## config.mk

```make
export PLATFORM = sky130hd
export DESIGN_NAME = flash_mode_regs
export DESIGN_NICKNAME = d
export VERILOG_FILES = /design/src/rtl/fmr_pkg.sv /design/src/rtl/fmr_decode.sv /design/src/rtl/fmr_mode_ctl.sv /design/src/rtl/fmr_aux_regs.sv /design/src/rtl/flash_mode_regs.sv
export SDC_FILE = /design/constraint.sdc
export NUM_CORES = 1
export LEC_CHECK = 0
export ABC_AREA = 1
export BUFFER_PORTS_ARGS = -buffer_cell sky130_fd_sc_hd__buf_2
export CAP_MARGIN = 0
export CORE_MARGIN = 5
export CORE_UTILIZATION = 30
export DETAILED_ROUTE_END_ITERATION = 10
export SYNTH_ARGS = -nofsm -noshare
export SYNTH_HDL_FRONTEND = slang
export SYNTH_HIERARCHICAL = 1
export SYNTH_SLANG_ARGS = --single-unit
export TNS_END_PERCENT = 1
```

## constraint.sdc

```tcl
create_clock -name clk -period 1.7 [get_ports clk]
set_clock_uncertainty 0.1 [all_clocks]
set_input_delay 0 -clock clk [delete_from_list [all_inputs] [get_ports clk]]
set_output_delay 0 -clock clk [all_outputs]
set_load 0.02 [all_outputs]
```

## src/rtl/fmr_pkg.sv

```systemverilog
package fmr_pkg;

    localparam int BYTE_W = 8;

    // access size encoding on the bus
    typedef enum logic [1:0] {
        SZ_BYTE = 2'd0,
        SZ_WORD = 2'd1,
        SZ_LONG = 2'd2,
        SZ_RSVD = 2'd3
    } acc_size_e;

    // mode register bit positions (bit 7 reflects the pin)
    localparam int B_PIN = 7;
    localparam int B_SWE = 6;
    localparam int B_ESU = 5;
    localparam int B_PSU = 4;
    localparam int B_EV  = 3;
    localparam int B_PV  = 2;
    localparam int B_E   = 1;
    localparam int B_P   = 0;

    // window offsets
    localparam logic [3:0] OFS_CTL  = 4'h0;
    localparam logic [3:0] OFS_STAT = 4'h1;
    localparam logic [3:0] OFS_BLK0 = 4'h2;
    localparam logic [3:0] OFS_RAM  = 4'h7;

    typedef struct packed {
        logic swe;
        logic esu;
        logic psu;
        logic ev;
        logic pv;
        logic e;
        logic p;
    } mode_t;

endpackage

```

## src/rtl/fmr_decode.sv

```systemverilog
module fmr_decode
    import fmr_pkg::*;
#(
    parameter int          ADDR_W  = 16,
    parameter logic [15:0] BASE    = 16'hFF40,
    parameter int          NUM_BLK = 2
) (
    input  logic [ADDR_W-1:0]  addr,
    output logic               hit_ctl,
    output logic               hit_stat,
    output logic [NUM_BLK-1:0] hit_blk,
    output logic               hit_ram,
    output logic               hit_bad
);
    localparam int WIN_LSB = 4;

    logic       in_win;
    logic [3:0] ofs;

    assign in_win = (addr[ADDR_W-1:WIN_LSB] == BASE[ADDR_W-1:WIN_LSB]);
    assign ofs    = addr[WIN_LSB-1:0];

    assign hit_ctl  = in_win && (ofs == OFS_CTL);
    assign hit_stat = in_win && (ofs == OFS_STAT);
    assign hit_ram  = in_win && (ofs == OFS_RAM);

    genvar g;
    generate
        for (g = 0; g < NUM_BLK; g++) begin : g_blk
            assign hit_blk[g] = in_win && (ofs == (OFS_BLK0 + 4'(g)));
        end
    endgenerate

    // any window offset that decodes to no register is prohibited
    assign hit_bad = in_win && !hit_ctl && !hit_stat && !hit_ram && (hit_blk == '0);

endmodule

```

## src/rtl/fmr_mode_ctl.sv

```systemverilog
module fmr_mode_ctl
    import fmr_pkg::*;
(
    input  logic              clk,
    input  logic              rst_n,
    input  logic              clr_req,
    input  logic              wr_stb,
    input  logic              pin,
    input  logic [BYTE_W-1:0] wdata,
    output mode_t             mode_q
);
    mode_t s_d, s_q;

    logic gate_swe, gate_lvl1, gate_e, gate_p;

    // gates judged on contents held before the write
    assign gate_swe  = pin;
    assign gate_lvl1 = pin && s_q.swe;
    assign gate_e    = gate_lvl1 && s_q.esu;
    assign gate_p    = gate_lvl1 && s_q.psu;

    always_comb begin
        s_d = s_q;
        if (clr_req) begin
            s_d = '0;
        end else if (wr_stb) begin
            if (gate_swe) s_d.swe = wdata[B_SWE];
            if (gate_lvl1) begin
                s_d.esu = wdata[B_ESU];
                s_d.psu = wdata[B_PSU];
                s_d.ev  = wdata[B_EV];
                s_d.pv  = wdata[B_PV];
            end
            if (gate_e) s_d.e = wdata[B_E];
            if (gate_p) s_d.p = wdata[B_P];
        end
    end

    always_ff @(posedge clk) begin
        if (!rst_n) s_q <= '0;
        else        s_q <= s_d;
    end

    assign mode_q = s_q;

endmodule

```

## src/rtl/fmr_aux_regs.sv

```systemverilog
module fmr_aux_regs
    import fmr_pkg::*;
#(
    parameter int NUM_BLK   = 2,
    parameter int RAM_SEL_W = 4
) (
    input  logic                      clk,
    input  logic                      rst_n,
    input  logic [NUM_BLK-1:0]        wr_blk,
    input  logic                      wr_ram,
    input  logic [BYTE_W-1:0]         wdata,
    output logic [NUM_BLK*BYTE_W-1:0] blk_q,
    output logic [RAM_SEL_W-1:0]      ram_q
);
    typedef struct packed {
        logic [NUM_BLK-1:0][BYTE_W-1:0] blk;
        logic [RAM_SEL_W-1:0]           ram;
    } aux_t;

    aux_t s_d, s_q;

    always_comb begin
        s_d = s_q;
        for (int i = 0; i < NUM_BLK; i++) begin
            if (wr_blk[i]) s_d.blk[i] = wdata;
        end
        if (wr_ram) s_d.ram = wdata[RAM_SEL_W-1:0];
    end

    always_ff @(posedge clk) begin
        if (!rst_n) s_q <= '0;
        else        s_q <= s_d;
    end

    assign blk_q = s_q.blk;
    assign ram_q = s_q.ram;

endmodule

```

## src/rtl/flash_mode_regs.sv

```systemverilog
module flash_mode_regs
    import fmr_pkg::*;
#(
    parameter logic [15:0] BASE_ADDR = 16'hFF40,
    parameter int          NUM_BLK   = 2,
    parameter int          RAM_SEL_W = 4
) (
    input  logic                      clk,
    input  logic                      rst_n,
    input  logic                      hw_stby,
    input  logic                      sw_stby,
    input  logic                      fwe_pin,
    input  logic                      flash_en,
    input  logic [15:0]               bus_addr,
    input  logic [1:0]                bus_size,
    input  logic                      bus_rd,
    input  logic                      bus_wr,
    input  logic [7:0]                bus_wdata,
    output logic [7:0]                bus_rdata,
    output logic                      swe_en,
    output logic                      erase_setup,
    output logic                      prog_setup,
    output logic                      erase_verify,
    output logic                      prog_verify,
    output logic                      erase_go,
    output logic                      prog_go,
    output logic [NUM_BLK*8-1:0]      blk_sel,
    output logic [RAM_SEL_W-1:0]      ram_emu_sel,
    output logic                      acc_err
);
    localparam int                    ADDR_W   = 16;
    localparam int                    FILL_W   = BYTE_W - RAM_SEL_W;
    localparam logic [BYTE_W-1:0]     RD_IDLE  = '0;

    logic               hit_ctl, hit_stat, hit_ram, hit_bad;
    logic [NUM_BLK-1:0] hit_blk;
    logic               byte_acc, byte_wr, clr_mode;
    mode_t              mode_q;

    typedef struct packed {
        logic err;
    } top_t;

    top_t s_d, s_q;

    fmr_decode #(
        .ADDR_W  (ADDR_W),
        .BASE    (BASE_ADDR),
        .NUM_BLK (NUM_BLK)
    ) u_dec (
        .addr     (bus_addr),
        .hit_ctl  (hit_ctl),
        .hit_stat (hit_stat),
        .hit_blk  (hit_blk),
        .hit_ram  (hit_ram),
        .hit_bad  (hit_bad)
    );

    assign byte_acc = (bus_size == SZ_BYTE);
    assign byte_wr  = bus_wr && byte_acc;
    assign clr_mode = hw_stby || sw_stby || !fwe_pin || !flash_en;

    fmr_mode_ctl u_mode (
        .clk     (clk),
        .rst_n   (rst_n),
        .clr_req (clr_mode),
        .wr_stb  (byte_wr && hit_ctl && flash_en),
        .pin     (fwe_pin),
        .wdata   (bus_wdata),
        .mode_q  (mode_q)
    );

    fmr_aux_regs #(
        .NUM_BLK   (NUM_BLK),
        .RAM_SEL_W (RAM_SEL_W)
    ) u_aux (
        .clk    (clk),
        .rst_n  (rst_n),
        .wr_blk (byte_wr ? hit_blk : '0),
        .wr_ram (byte_wr && hit_ram),
        .wdata  (bus_wdata),
        .blk_q  (blk_sel),
        .ram_q  (ram_emu_sel)
    );

    // error pulse one cycle after a prohibited access
    always_comb begin
        s_d     = s_q;
        s_d.err = (bus_rd || bus_wr) && hit_bad;
    end

    always_ff @(posedge clk) begin
        if (!rst_n) s_q <= '0;
        else        s_q <= s_d;
    end

    assign acc_err = s_q.err;

    // read path
    always_comb begin
        bus_rdata = RD_IDLE;
        if (byte_acc) begin
            if (hit_ctl && flash_en) begin
                bus_rdata = {fwe_pin, mode_q.swe, mode_q.esu, mode_q.psu,
                             mode_q.ev, mode_q.pv, mode_q.e, mode_q.p};
            end else if (hit_ram) begin
                bus_rdata = {{FILL_W{1'b1}}, ram_emu_sel};
            end else begin
                for (int i = 0; i < NUM_BLK; i++) begin
                    if (hit_blk[i]) bus_rdata = blk_sel[i*BYTE_W +: BYTE_W];
                end
            end
            // hit_stat and hit_bad keep RD_IDLE
        end
    end

    assign swe_en       = mode_q.swe;
    assign erase_setup  = mode_q.esu;
    assign prog_setup   = mode_q.psu;
    assign erase_verify = mode_q.ev;
    assign prog_verify  = mode_q.pv;
    assign erase_go     = mode_q.e;
    assign prog_go      = mode_q.p;

endmodule

```

==> summary.txt <==
startpoint types - input pin
# H-tree levels - 1
vias in the first global route - 1,737
Reg2Reg Launch Point - u_mode/mode_q[6]
antenna violations before repair - 0
GRT Total Usage - 14.5%
Worst Path Max Fanout - 3
IO Port Bufs - 69
area taken by multi-input logic gates - 843 um2
critical path class - input pin to register
# nets final - 387
core area - 5170 um2
Slew Viols, Final - 0
Syn Area/Cell - 6.13 um2
final hold viol count - 0
hpwl dp - 3830 um
root buffer cell - clkbuf_8
setup violators final - 0
HP Class - input pin to register
YS warnings - 6
peak supply drop - 0.284 mV
hold-critical path endpoint - u_mode/mode_q[2]
FF/Latch Area - 561 um2
Die Ht - 83.3 um
RSZ-0062 raised after global routing - true
largest net degree at the start of global routing - 22
WHS Path Cells - 6
Fmax - 626 MHz
final WL - 5000 um
relative slew slack - 76.7%
CTS tree - done
Max clock buf depth - 2
final period utilization - 93.9%
# rows - 26
Clock Pin Slew Worst Setup and Hold Paths - 110 ps
placed cell count - 403
# fillers - 572
first-pass GRT wire length - 8370 um
Die Wd - 83.3 um
worst path required time - 1820 ps
Synth Net Count - 297
reg2reg end - u_mode/mode_q[1]
Wirelength per Cell - 11.8 um
ANT cells - 0
drt initial violations - 81
minimum clock period - 1600 ps
1st-pass router iterations - 4
flop-to-flop setup slack - 650 ps
kind of end point of the critical path - register
Slew @ Worst Pin - 348 ps
CP arrival - 1720 ps
Post-Synthesis Cells - 263
Starting Density - 31.2%
Final GP Congestion - 0.870
fraction of layout cells with a size suffix above 1 - 29.5%
hold_sp - sw_stby
Post-Syn Area - 1610 um2
leakage power - 1.18 nW
status - finished, final reports clean
total CTS buffers - 3
grt ovf - 0
I/O pin cnt - 70
DR vias/cell - 4.34
clk_lat worst skew - 280 ps
R2R cell count - 5
DIE AREA - 6940 um2
PwrDens - 592 nW/um2
residual DRC count - 0
Final Non-Filler Cells - 422
Setup TNS Final - 0 ps
vias - 1,830
MaxCap Viol Count - 0
Post-DRT Antenna Nets - 0
area grow syn2layout - 40.5%
clock sinks - 28
[how the worst max path moves through the flow]
| stage | start | end | slack, ps |
|---|---|---|---|
| 3_5_place_dp | bus_addr[7] | u_aux/ram_q[0] | 160 |
| 4_1_cts | hw_stby | u_mode/mode_q[6] | 110 |
| 3_3_place_gp | bus_addr[7] | u_aux/ram_q[0] | 170 |
| 5_1_grt | bus_addr[7] | bus_rdata[7] | -40 |
| 2_1_floorplan | bus_addr[7] | u_mode/mode_q[0] | 290 |
| 6_report | hw_stby | u_mode/mode_q[6] | 100 |
[cell type report]
type | instances | share of cell area, %
timing repair buffer | 94 | 25.3
tap | 70 | 3.87
clock buffer | 3 | 1.82
clock inverter | 1 | 1.33
inverter | 34 | 5.64
multi-input combinational | 192 | 37.3
sequential | 28 | 24.8
[sequential cells by signal (all words and copies together) (netlist names)]
signal	cells
acc_err	1
u_aux/ram_q	4
u_mode/mode_q	7
u_aux/blk_q	16
[what timing repair did]
item / in CTS / in global routing
endpoints found under the hold margin: 26 / 0
setup endpoints to repair: 0 / 3
hold buffers: 15 / 0
resized for setup: 0 / 3
setup buffers: 0 / 0
[metrics by stage]
stage / power [mW] / setup slack, ps / util (%) / hold WS, ps / instance area, um2
after global placement: 0.778 / 175 / 39.3 / 126 / 2030
after global routing: 1.39 / -36.6 / 43.8 / 65.6 / 2260
after floorplan: 0.719 / 289 / - / 33.4 / 1610
after detailed placement: 0.778 / 162 / 39.3 / 129 / 2030
final: 1.34 / 103 / 43.8 / 44.9 / 2260
after CTS: 1.34 / 107 / 43.6 / 37.2 / 2260
[power by group]
group	switching (mW)	internal, mW	total [mW]
logic	0.0641	0.0666	0.131
clock network	0.237	0.316	0.553
registers	0.00000200	0.656	0.656
total	0.301	1.04	1.34
[layer usage]
layer  up-vias  GRT usage [%]  routed length, um
met5         -              0                  0
met2        53           22.4               2240
met1       794           19.2               2340
li1        970              -                  -
met3        13           3.56                278
met4         0           6.09                139
[placed cells by master (no fill, tap or decap), drive strengths merged]
cell          instances
nand3b                1
bufinv                1
buf                  79
o211a                 1
o21ai                 9
dlymetal6s4s          1
nor2                 64
nand3                11
dlygate4sd3          14
dfxtp                28
nand2                90
inv                  34
a21oi                16
clkbuf                3
[worst max-delay path, stage by stage]
cell and delay, ps:
dlygate4sd3_1 530, buf_2 120, nor2_1 80, nand3_1 80, nor2_2 150, o21ai_1 80, dlygate4sd3_1 560, a21oi_1 110
No activity file was read; power rests on OpenSTA's default activity.
